### config.mk
export PLATFORM = sky130hd
export DESIGN_NAME = tmr_irq_flags
export DESIGN_NICKNAME = d
export VERILOG_FILES = /design/src/rtl/tmr_irq_pkg.sv /design/src/rtl/tmr_cmp_stage.sv /design/src/rtl/tmr_flag_bit.sv /design/src/rtl/tmr_irq_gate.sv /design/src/rtl/tmr_irq_flags.sv
export SDC_FILE = /design/constraint.sdc
export NUM_CORES = 1
export LEC_CHECK = 0
export BUFFER_PORTS_ARGS = -buffer_cell sky130_fd_sc_hd__buf_2
export CAP_MARGIN = 20
export CORE_MARGIN = 4
export CORE_UTILIZATION = 38
export DETAILED_ROUTE_END_ITERATION = 10
export GPL_TIMING_DRIVEN = 0
export PLACE_DENSITY_LB_ADDON = 0.3
export SLEW_MARGIN = 20
export SYNTH_ARGS = -nofsm -noshare
export SYNTH_HDL_FRONTEND = slang
export SYNTH_SLANG_ARGS = --single-unit
### constraint.sdc
create_clock -name clk -period 2.1 [get_ports clk]
set_input_delay 0.42 -clock clk [delete_from_list [all_inputs] [get_ports clk]]
set_output_delay 0.42 -clock clk [all_outputs]
set_load 0.02 [all_outputs]
### src/rtl/tmr_irq_pkg.sv
package tmr_irq_pkg;
  localparam int REG_W  = 8;
  localparam int NSRC   = 4;
  localparam int MODE_W = 4;

  typedef enum int unsigned {
    SRC_OVF  = 0,
    SRC_CMPA = 1,
    SRC_CMPB = 2,
    SRC_CAP  = 3
  } src_e;

  localparam logic [REG_W-1:0] LIVE_MASK = 8'h27;

  function automatic int src_pos(input int s);
    case (s)
      SRC_OVF:  return 0;
      SRC_CMPA: return 1;
      SRC_CMPB: return 2;
      default:  return 5;
    endcase
  endfunction

  function automatic logic capreg_is_top(input logic [MODE_W-1:0] m);
    return (m == 4'd8) || (m == 4'd10) || (m == 4'd12) || (m == 4'd14);
  endfunction

  function automatic logic plain_ovf_mode(input logic [MODE_W-1:0] m);
    return (m == 4'd0) || (m == 4'd4) || (m == 4'd12);
  endfunction
endpackage

### src/rtl/tmr_cmp_stage.sv
module tmr_cmp_stage #(
  parameter int CW = 16
) (
  input  logic          clk,
  input  logic          rst,
  input  logic          tick,
  input  logic [CW-1:0] cnt,
  input  logic [CW-1:0] cmp,
  input  logic          force_strobe,
  output logic          hit
);
  logic pend;

  always_ff @(posedge clk) begin
    if (rst)
      pend <= 1'b0;
    else if (tick)
      pend <= (cnt == cmp) && !force_strobe;
  end

  assign hit = tick && pend;

  // a pending match only appears after a matching, unforced tick
  a_r6_pend_after_match: assert property (@(posedge clk) disable iff (rst)
    $rose(pend) |-> $past(tick && (cnt == cmp) && !force_strobe));

  // a forced tick never leaves a pending match
  a_r7_force_blocks: assert property (@(posedge clk) disable iff (rst)
    (tick && force_strobe) |=> !pend);
endmodule

### src/rtl/tmr_flag_bit.sv
module tmr_flag_bit (
  input  logic clk,
  input  logic rst,
  input  logic set,
  input  logic clr,
  output logic q
);
  always_ff @(posedge clk) begin
    if (rst)       q <= 1'b0;
    else if (set)  q <= 1'b1;
    else if (clr)  q <= 1'b0;
  end

  // a clear with no competing set empties the flag
  a_r3_clear_takes: assert property (@(posedge clk) disable iff (rst)
    (clr && !set) |=> !q);

  // set wins over a simultaneous clear
  a_r10_set_wins: assert property (@(posedge clk) disable iff (rst)
    set |=> q);
endmodule

### src/rtl/tmr_irq_gate.sv
module tmr_irq_gate #(
  parameter int N = 4
) (
  input  logic         clk,
  input  logic         rst,
  input  logic         gie,
  input  logic [N-1:0] flag,
  input  logic [N-1:0] en,
  output logic [N-1:0] irq
);
  always_ff @(posedge clk) begin
    if (rst) irq <= '0;
    else     irq <= flag & en & {N{gie}};
  end

  for (genvar i = 0; i < N; i++) begin : g_chk
    // request follows qualified flag by one cycle
    a_r5_irq_rise: assert property (@(posedge clk) disable iff (rst)
      (flag[i] && en[i] && gie) |=> irq[i]);
    a_r5_irq_fall: assert property (@(posedge clk) disable iff (rst)
      !(flag[i] && en[i] && gie) |=> !irq[i]);
  end
endmodule

### src/rtl/tmr_irq_flags.sv
module tmr_irq_flags
  import tmr_irq_pkg::*;
#(
  parameter int CNT_W = 16
) (
  input  logic              clk,
  input  logic              rst,
  input  logic              tick,
  input  logic [CNT_W-1:0]  cnt,
  input  logic [CNT_W-1:0]  cmp_a,
  input  logic [CNT_W-1:0]  cmp_b,
  input  logic              force_a,
  input  logic              force_b,
  input  logic              ovf_pulse,
  input  logic              wave_ovf_pulse,
  input  logic              cap_pulse,
  input  logic              top_pulse,
  input  logic [MODE_W-1:0] wmode,
  input  logic              gie,
  input  logic [NSRC-1:0]   ack,
  input  logic              flag_wr,
  input  logic              en_wr,
  input  logic [REG_W-1:0]  wdata,
  output logic [REG_W-1:0]  flag_q,
  output logic [REG_W-1:0]  en_q,
  output logic [NSRC-1:0]   irq
);
  logic [NSRC-1:0]  evt;
  logic [NSRC-1:0]  set_v;
  logic [NSRC-1:0]  clr_v;
  logic [NSRC-1:0]  flg;
  logic [NSRC-1:0]  en_src;
  logic [1:0]       cmp_hit;
  logic [REG_W-1:0] wr_live;

  assign wr_live = wdata & LIVE_MASK;

  // compare channels: identical stage per channel
  for (genvar c = 0; c < 2; c++) begin : g_cmp
    tmr_cmp_stage #(.CW(CNT_W)) i_stage (
      .clk          (clk),
      .rst          (rst),
      .tick         (tick),
      .cnt          (cnt),
      .cmp          ((c == 0) ? cmp_a : cmp_b),
      .force_strobe ((c == 0) ? force_a : force_b),
      .hit          (cmp_hit[c])
    );
  end

  always_comb begin
    evt[SRC_OVF]  = plain_ovf_mode(wmode) ? ovf_pulse : wave_ovf_pulse;
    evt[SRC_CMPA] = cmp_hit[0];
    evt[SRC_CMPB] = cmp_hit[1];
    evt[SRC_CAP]  = capreg_is_top(wmode) ? top_pulse : cap_pulse;
  end

  for (genvar s = 0; s < NSRC; s++) begin : g_src
    localparam int P = src_pos(s);
    // compare hits are already tick-qualified
    assign set_v[s] = (s == SRC_CMPA || s == SRC_CMPB) ? evt[s] : (tick && evt[s]);
    assign clr_v[s] = (flag_wr && wr_live[P]) || ack[s];
    assign en_src[s] = en_q[P];

    tmr_flag_bit i_flag (
      .clk (clk),
      .rst (rst),
      .set (set_v[s]),
      .clr (clr_v[s]),
      .q   (flg[s])
    );
  end

  always_comb begin
    flag_q = '0;
    for (int s = 0; s < NSRC; s++)
      flag_q[src_pos(s)] = flg[s];
  end

  always_ff @(posedge clk) begin
    if (rst)         en_q <= '0;
    else if (en_wr)  en_q <= wr_live;
  end

  tmr_irq_gate #(.N(NSRC)) i_gate (
    .clk  (clk),
    .rst  (rst),
    .gie  (gie),
    .flag (flg),
    .en   (en_src),
    .irq  (irq)
  );

  // TOP pulse sets capture flag in capture-as-TOP modes
  a_r8_top_sets_cap: assert property (@(posedge clk) disable iff (rst)
    (tick && top_pulse && capreg_is_top(wmode)) |=> flag_q[5]);

  // plain wrap sets overflow flag in plain modes
  a_r9_ovf_plain: assert property (@(posedge clk) disable iff (rst)
    (tick && ovf_pulse && plain_ovf_mode(wmode)) |=> flag_q[0]);

  // no flag rises from overflow or capture events without a tick
  a_r11_no_tick_no_set: assert property (@(posedge clk) disable iff (rst)
    !tick |=> !(flag_q[0] && !$past(flag_q[0])) && !(flag_q[5] && !$past(flag_q[5])));
endmodule

; Word level (Yosys, flattened, before mapping)
; Cells that the tools add are included.
[totals]
elab_cells = 53
out_inout_bits = 20
inputBits = 76
ff_bits = 14
[classes]
mux = 10
n_eq_ne = 7
n_reduce_logical = 26
n_bitwise = 2
[ops]
columns = op, n
row1 = $eq 16x16->1, 2
row2 = $eq 4x4->1 const B, 4
row3 = $logic_and 1x1->1, 10
row4 = $mux 1, 10
row5 = $logic_or 1x1->1, 9
row6 = $and 4x4->4, 2
row7 = $reduce_bool 2->1, 4
row8 = $eq 4x3->1 const B, 1
row9 = $logic_not 4->1, 1
row10 = $logic_not 1->1, 2

; Longest topological paths before layout
; Gate-level depths: netlist of run 1.
[depth]
ltp_word = 7
ltp_mapped = 4
depth_no_buf = 4

; Hierarchy
; From an unflattened synthesis of run 1, not the netlist that was laid out.
[unflattened]
cells_unflattened = 113
area_unflattened_um2 = 1017.2
[by_module_without_submodules]
columns = module, cells_each, instances, area_each_um2, seq_area_each_um2
row1 = tmr_cmp_stage, 28, 2, 217.7, 20.0
row2 = tmr_irq_flags, 33, 1, 306.5, 80.1
row3 = tmr_flag_bit, 4, 4, 38.8, 20.0
row4 = tmr_irq_gate, 8, 1, 120.1, 80.1

; Least setup slack after synthesis of run 1
; No wires, ideal clock.
[synth_timing]
path_kind = in2reg
start = in wmode[0]
end = reg g_src[3].i_flag.q
path_buffers = 0
setup_time_ns = 0.117
t_arrival_ns = 0.991
setup_slack_ns = 0.992
stages = 4
t_required_ns = 1.983
cell_sequence = nand2b_1 > mux2_2 > a21oi_1 > nor2_1
[synth_via]
elab_chain_len = 7
word_cells_on_any_way = 11
classes_between = 4 x eq/ne / 2 x mux / 5 x reduce/logical
[synth_rtl]
columns = element, line
row1 = start: declaration, tmr_irq_flags.sv:18  ; input logic [MODE_W-1:0] wmode,
row2 = $eq 4x4->1, tmr_irq_pkg.sv:25  ; return (m == 4'd8) || (m == 4'd10) || (m == 4'd12) || (m == 4'd14);
row3 = $logic_or 1x1->1 (2 in a row), tmr_irq_pkg.sv:25
row4 = $logic_or 1x1->1 (*), tmr_irq_pkg.sv:25
row5 = $mux 1 (*), tmr_irq_flags.sv:55  ; evt[SRC_CAP] = capreg_is_top(wmode) ? top_pulse : cap_pulse;
row6 = $logic_and 1x1->1 (*), tmr_irq_flags.sv:61  ; assign set_v[s] = (s == SRC_CMPA || s == SRC_CMPB) ? evt[s] : (tick && evt[s]);
row7 = $mux 1 or $reduce_bool 2->1 (tied branches), n/a
row8 = end signal: assignment, tmr_flag_bit.sv:9  ; if (rst) q <= 1'b0;
row9 = end signal: assignment, tmr_flag_bit.sv:10  ; else if (set) q <= 1'b1;
row10 = end signal: assignment, tmr_flag_bit.sv:11  ; else if (clr) q <= 1'b0;
row11 = end: declaration, tmr_flag_bit.sv:6  ; output logic q
; Every way passes the cells marked *; elsewhere a longest branch is shown, timed or not.
; A chain may end at the register's enable or synchronous reset.

; Worst setup path in the final report of run 1
[layout_timing]
start = reg g_src[1].i_flag.q
end = out flag_q[1]
[layout_lines]
columns = element, line
row1 = start: declaration, tmr_flag_bit.sv:6
row2 = start signal: assignment, tmr_flag_bit.sv:9
row3 = start signal: assignment, tmr_flag_bit.sv:10
row4 = start signal: assignment, tmr_flag_bit.sv:11
row5 = end: declaration, tmr_irq_flags.sv:24  ; output logic [REG_W-1:0] flag_q,
; No word-level cell between the ends.

==> results of run 1 <==
[power breakdown]
| part | switching, mW | leakage [nW] | internal [mW] |
|---|---|---|---|
| Sequential | 0.00410 | 0.114 | 0.272 |
| Clock | 0.0844 | 0.0210 | 0.106 |
| Combinational | 0.0959 | 0.622 | 0.119 |
[worst min-delay path by stage]
stage	from	endpoint	slack, ns	cells past startpoint
floorplan	g_cmp[0].i_stage.pend	g_cmp[0].i_stage.pend	0.45	1
global placement	g_cmp[0].i_stage.pend	g_cmp[0].i_stage.pend	0.47	1
detailed placement	g_cmp[1].i_stage.pend	g_cmp[1].i_stage.pend	0.47	1
CTS	wdata[1]	en_q[1]	0.39	3
global route	ack[0]	g_src[0].i_flag.q	0.40	3
finish	wdata[1]	en_q[1]	0.39	3
[cell type report]
class | count | area (um2) | share of cell area [%]
buffer | 14 | 98.84 | 6.678
clock buffer | 4 | 36.28 | 2.451
inverter | 3 | 11.26 | 0.7608
multi-input combinational | 87 | 605.6 | 40.91
sequential | 14 | 280.3 | 18.93
tap | 30 | 37.54 | 2.536
timing repair buffer | 82 | 410.4 | 27.73
[worst max-delay path, delay by kind of cell, from the launching register on]
kind / cells / cell delay (ns)
flops: 1 / 0.36
buf+inv: 2 / 0.26
[per-layer routing]
metal / share of wire (%) / wire length (um) / GRT usage [%]
met1: 37 / 947 / 15.33
met4: 1.5 / 38 / 7.947
met5: 0 / 0 / 0
met2: 48 / 1223 / 26.00
met3: 13 / 323 / 3.728
[through the flow]
step	hold slack, ns	cells	power, mW	utilization, %	area, um2
after floorplan	0.4499	118	0.3999	-	996.0
after global placement	0.4684	230	0.4947	58.82	1444
after detailed placement	0.4743	230	0.4989	58.82	1444
after CTS	0.3853	234	0.6894	60.30	1480
after global routing	0.3975	234	0.7201	60.30	1480
final	0.3890	234	0.6810	60.30	1480
[logic make-up after synthesis]
family	count (synthesis)	share of synthesized area (%)
DFF	14	28.90
xor gates and xnor gates	32	28.90
buffers and inverters	17	11.35
and+or+nand+nor	33	18.32
AOI/OAI and AO/OA	9	6.839
other	1	0.3867
muxes	5	5.290
[state kept, by name, indices dropped and copies added, names as in the netlist]
name                count
g_cmp.i_stage.pend      2
en_q                    4
g_src.i_flag.q          4
i_gate.irq              4
[cell usage in the layout (no fill, tap or decap)]
| master | instances |
|---|---|
| o31a_1 | 1 |
| dfxtp_1 | 14 |
| nor3_1 | 2 |
| nand2b_1 | 2 |
| conb_1 | 8 |
| nand3b_1 | 1 |
| buf_2 | 83 |
| xnor2_1 | 30 |
| mux2i_1 | 4 |
| buf_4 | 12 |
| and3_1 | 4 |
| clkbuf_8 | 1 |
| nor4_1 | 2 |
| inv_1 | 3 |
| mux2_2 | 1 |
| a32oi_1 | 2 |
| nor2b_1 | 2 |
| clkbuf_4 | 3 |
| a22o_1 | 2 |
| nand2_1 | 3 |
| a21oi_1 | 2 |
| clkbuf_1 | 1 |
| nand4_1 | 6 |
| nor2_1 | 8 |
| o21ai_0 | 1 |
| nand3_1 | 2 |
| a211oi_1 | 1 |
| nor4b_1 | 1 |
| xor2_1 | 2 |
==> impl.org, run 1 <==
** Status
- The run finished with clean final reports.

** Clock network
- No sink is reached through more buffers than the 2 on the longest clock path.
- Number of buffers created by CTS :: 3
- Clock-pin slew was measured on the worst setup and hold paths at 0.08 ns.
- Count of H-tree levels built during CTS :: 1
- Buffers inserted to repair hold after CTS numbered 0.
- Clock network latency to the later pin of the worst-skew pair :: approximately 0.28 ns
- Post-cts resize count :: 0
- After clock tree synthesis, the setup repair step added 0 buffers.
- In this run the clock root is driven by a clkbuf_4.
- Clock tree from TritonCTS :: done
- Clk sink count :: 14

** Placed design
- Buffers on Ports :: about 80
- Summed over all nets, the half-perimeter wirelength after detailed placement is about 2300 um.
- Routability Congestion :: between 0.7 and 0.8
- Timing analysis after detailed placement gives a worst setup slack of about 0.78 ns.

** Worst setup path
- Worst-path cell with the longest stage delay :: dfxtp_1
- In this run the worst setup path begins at g_src[1].i_flag.q.
- The critical path is of the reg2out type.
- Worst R2R End :: g_src[3].i_flag.q
- For flop-to-flop paths, the worst setup slack is ~1.3 ns.
- Worst path max stage delay :: about 0.36 ns
- Along the worst path, the maximum fanout reaches 3.
- The critical path goes through buf_4 > buf_2.
- Crit path capture type :: output port
- The worst setup path is launched from a register.
- Termination of the worst setup path :: flag_q[1]
- The startpoint identified for the worst register-to-register timing path is g_src[3].i_flag.q.
- Critical Path AT :: roughly 0.89 ns
- Critical Path RT :: 1.68 ns
- Worst reg2reg path depth :: 4

** Power and ir drop
- For this design the ratio of total power to cell area is around 460 mW/mm2.
- Largest vdd supply drop :: ~0.00028 V
- Summed over all cells, the static leakage comes to ~0.76 nW.

** Routing
- The detail route stage leaves a number of antenna-violating nets equal to 0.
- Post-detailed-route via-to-cell ratio :: between 4 and 5
- Summed over all layers, the routed wires come to ~2500 um.
- After detailed routing, the average wire length per cell comes to between 10 and 15 um.
- In the routed design, unresolved DRC markers number 0.
- Pre-Repair DR Iteration Count :: 3
- For this block, the via count after detailed routing is between 1000 and 1500.
- The first routing iteration left 21 violations.

** Yosys
- In the post-synthesis netlist, the biggest area contributors are dfxtp_1 (29%), xnor2_1 (27%), buf_4 (9.3%).
- For this run, the register share of the synthesized area comes to between 20% and 30%.
- After synthesis, the mean cell area works out to 8.736 um2.
- Synthesis instantiated 27 different standard cells from the library.
- Yosys mapped a number of flops with a built-in enable equal to 0.
- Library cell with the highest instance count after synthesis :: xnor2_1
- The synthesized design devotes to its leading area cell type ~29% of total area.
- In the synthesized netlist the async set-or-reset flop fraction comes to 0%.
- After technology mapping, the gate count stands at ~110.
- Number of warnings printed during yosys synthesis :: 0
- In this run, synthesis produced a sequential element count of 14.
- The largest total area in the synthesized netlist belongs to dfxtp_1.
- Synth Cell Area :: a little under 0.001 mm2
- After synthesis, the most frequently instantiated cells are xnor2_1 (30), dfxtp_1 (14), buf_4 (12).
- Among all flip-flop cells after synthesis, the most frequent one is dfxtp_1.

** Cells and area
- Of the cells placed in the final design, the portion with a size suffix greater than 1 is approximately 49%.
- Counting the fill cells in the layout gives roughly 220.
- At the end of the flow, the number of nets in the layout was around 280.
- Area growth, synth to finish :: 52.65%
- N_diodes :: 0

** Floorplan
- Once the floorplan was initialized, standard cells occupied 39.50% of the core.
- Vertical die dimension :: 58.52 um
- Full die area :: around 0.0034 mm2
- 96 I/O pins were placed.
- Core box area :: around 0.0025 mm2
- Die Width :: between 50 and 60 um
- The floorplan has 18 rows.

** Global route
- The number of global-route vias before repair is ~1000.
- Total Routing Usage GR :: roughly 15%
- The first global-routing pass estimated roughly 3900 um of wire.
- Entering global routing, the biggest net connects 11 pins.
- The initial antenna violation count was 0.
- Global routing finished with a remaining overflow of 0.

** Timing
- In the finished design, the share of the clock period the worst path needs comes to a little over three fifths.
- Unrepaired setup endpoints after global routing :: false
- Final hold viol count :: 0
- After layout, the minimum clock period comes to 1.312 ns.
- The count of final max-slew check failures was 0.
- Across all setup checks in the final design, the least slack found is 0.7876 ns.
- Final setup fails :: 0
- Worst clock skew :: between 0.004 and 0.005 ns
- Final TNS setup :: 0 ns
- Derived from the worst setup path, the maximum achievable clock frequency is roughly 760 MHz.

** Flow run
- The tool flagged a number of max-cap violations equal to 0.

** Worst hold path
- Hold Path Class :: in2reg
Note: power is estimated with default switching activity, not from simulation.
==> inputs of run 2 (changes only) <==
CORE_UTILIZATION = 32   (was 38)
clock period = 1.06 ns   (was 2.1 ns; I/O delays follow)
==> run 2 against run 1 <==
Compared with the run above: power up 87%; clock power up 55%; first-iteration DRC count down 29%; critical endpoint is now en_q[1]; count of clock-buffer cells in the layout down 1.
==> impl.org, run 2 (same netlist as run 1, synthesis figures left out) <==
** Status
- The run finished with clean final reports.

** Routing
- For this block, the initial DRC count from the detailed router was 15.
- Average routed wire per standard cell :: between 10 and 15 um
- Number of remaining DRC errors :: 0
- Pre-Repair DR Iteration Count :: 4
- Vias :: between 1000 and 1500
- Routed Wire Length :: around 2600 um
- Detail Route Antenna Nets :: 0
- In the routed layout, each cell is associated on average with a via count of 4.481.

** Global route
- Entering global routing, the biggest net connects 11 pins.
- Number of global-route vias before repair :: between 1000 and 1500
- The initial antenna violation count came to 0.
- For this run, the total global-route usage over all layers was measured as between 10% and 20%.
- Global-route wire length before repair :: roughly 4300 um
- The total overflow left after global routing is 0.

** Timing
- Setup violations remaining at the end of the flow were counted as 0.
- Share of the clock period used by the worst path after layout :: 95.14%
- Final hold viol count :: 0
- Setup total negative slack on the finished layout was measured at 0 ns.
- Final-report max-slew violation count :: 0
- Subtracting the final worst setup slack from the clock period gives approximately 1.0 ns.
- For this run, the top clock speed supported by timing is 991.5 MHz.
- Unrepaired setup endpoints after global routing :: false
- The clock arrives with around 0.0057 ns of skew.

** Worst setup path
- Sequence of cells on the critical path :: buf_2
- At the worst endpoint, the required time is between 0.8 and 0.9 ns.
- Cell family with most CP delay :: flip-flops
- For the worst setup path, the data arrival time is 0.80 ns.
- Nature of the critical path startpoint :: register
- Worst-path cell with the longest stage delay :: dfxtp_1
- In this design, the stage delay of the slowest critical-path cell is around 0.35 ns.
- The worst setup path is captured at an output port.
- Of all nets on the critical path, the largest fanout is 3.
- The worst setup path is of the reg2out kind.
- Counting both buffers and inverters, the worst setup path holds a total of 1.

** Cells and area
- N_diodes :: 0
- Commonest non-fill, non-tap cells in the layout :: buf_2 (77), xnor2_1 (30), buf_4 (13)
- Once layout is complete, the cells apart from fillers number around 230.
- Number of nets at the end of the flow :: 280
- At the end of the flow the core is filled with cells to between 50% and 60%.
- Most frequent standard cell in the layout excluding fill and tap cells :: buf_2
- The largest registers in the layout are en_q: 4 flops, g_src.i_flag.q: 4 flops, i_gate.irq: 4 flops.
- Fillcell total :: between 200 and 300
- Fraction of final layout cells sized beyond drive strength 1 :: around half
- Area growth, synth to finish :: 54.19%

** Power and ir drop
- Largest vdd supply drop :: ~0.00031 V
- Internal power :: about 910 uW
- Switching power of the nets :: around 360 uW
- Clock share of power :: around 23%
- The share of total power dissipated in sequential elements is 43.1%.
- Proportion of power drawn by combinational gates :: 33.8%
- Net switching share of the total power :: approximately 28%
- In this run the power density over the cells is 853.2 mW/mm2.
- Static leakage :: 0.7501 nW

** Placed design
- Routability-driven placement finished with a final weighted congestion of 0.7099.
- Detailed placement finished with a half-perimeter wire length of around 2400 um.
- The number of placed instances, taps included, is 231.
- Buffers on Ports :: slightly above 80

** Clock network
- After clock tree synthesis, the clock-pin slew on the worst setup and hold paths is ~0.080 ns.
- CTS Buffer Depth :: 2
- Clock network latency to the later pin of the worst-skew pair :: 0.27 ns
- Number of buffers created by CTS :: 3
- Count of H-tree levels built during CTS :: 1
- Clk sink count :: 14
- TritonCTS built the clock tree.
- Clock root buffer :: clkbuf_4

** Floorplan
- Num rows :: 19
- Die Width :: ~63 um
- Measured along the y axis, the die boundary spans 63.05 um.
- Full die area :: 0.003975 mm2
- Core box area :: roughly 0.0028 mm2
- For this design the top-level I/O count stands at 96.
- Initial core utilization :: between 30% and 40%

** Worst hold path
- The tightest min-delay check is of the in2reg type.

** Flow run
- Maximum Capacitance Violations :: 0
## run 2: final timing paths
kind / from / to / slack [ns] / depth (start not counted)
max: en_q[1] / en_q[1] / 0.05 / 1
min: ack[0] / g_src[0].i_flag.q / 0.20 / 3
max reg2reg: g_src[3].i_flag.q / g_src[3].i_flag.q / 0.26 / 4
min reg2reg: g_cmp[1].i_stage.pend / g_cmp[1].i_stage.pend / 0.50 / 1
## run 2: per-layer routing
layer / part of all wire (%) / wire length [um] / GRT usage [%]
met2: 46 / 1221 / 21.87
met4: 0 / 0 / 4.132
met3: 14 / 365 / 5.576
met1: 40 / 1048 / 15.00
met5: 0 / 0 / 0
## run 2: repair_timing
item | in CTS | in global routing
setup buffers | 3 | 0
hold endpoints to repair | 0 | 0
setup endpoints to repair | 4 | 5
hold buffers | 0 | 0
resized for setup | 13 | 2
## run 2: per-stage QoR
stage                     setup WS (ns)  hold WS (ns)  area (um2)  power, mW
after global routing           0.004555        0.1858        1495      1.378
final                           0.05147        0.1976        1495      1.276
after floorplan                  0.1599        0.3445       996.0     0.7923
after detailed placement        -0.1047        0.4764        1445     0.9885
after CTS                      0.003479        0.1903        1516      1.288
after global placement          -0.1105        0.4683        1445     0.9836
## run 2: power by group through the flow
stage          clock network [mW]  registers, mW  logic, mW
2_1_floorplan                   0          0.571      0.221
3_3_place_gp                    0          0.560      0.424
3_5_place_dp                    0          0.561      0.428
4_1_cts                     0.299          0.549      0.440
5_1_grt                     0.351          0.552      0.474
6_report                    0.294          0.550      0.432
## run 2: area by class of cell
class | count | area (um2) | area share, %
timing repair buffer | 85 | 462.9 | 30.96
clock buffer | 3 | 22.52 | 1.506
buffer | 10 | 68.82 | 4.603
tap | 31 | 38.79 | 2.594
sequential | 14 | 285.3 | 19.08
inverter | 3 | 11.26 | 0.7531
multi-input combinational | 87 | 605.6 | 40.50
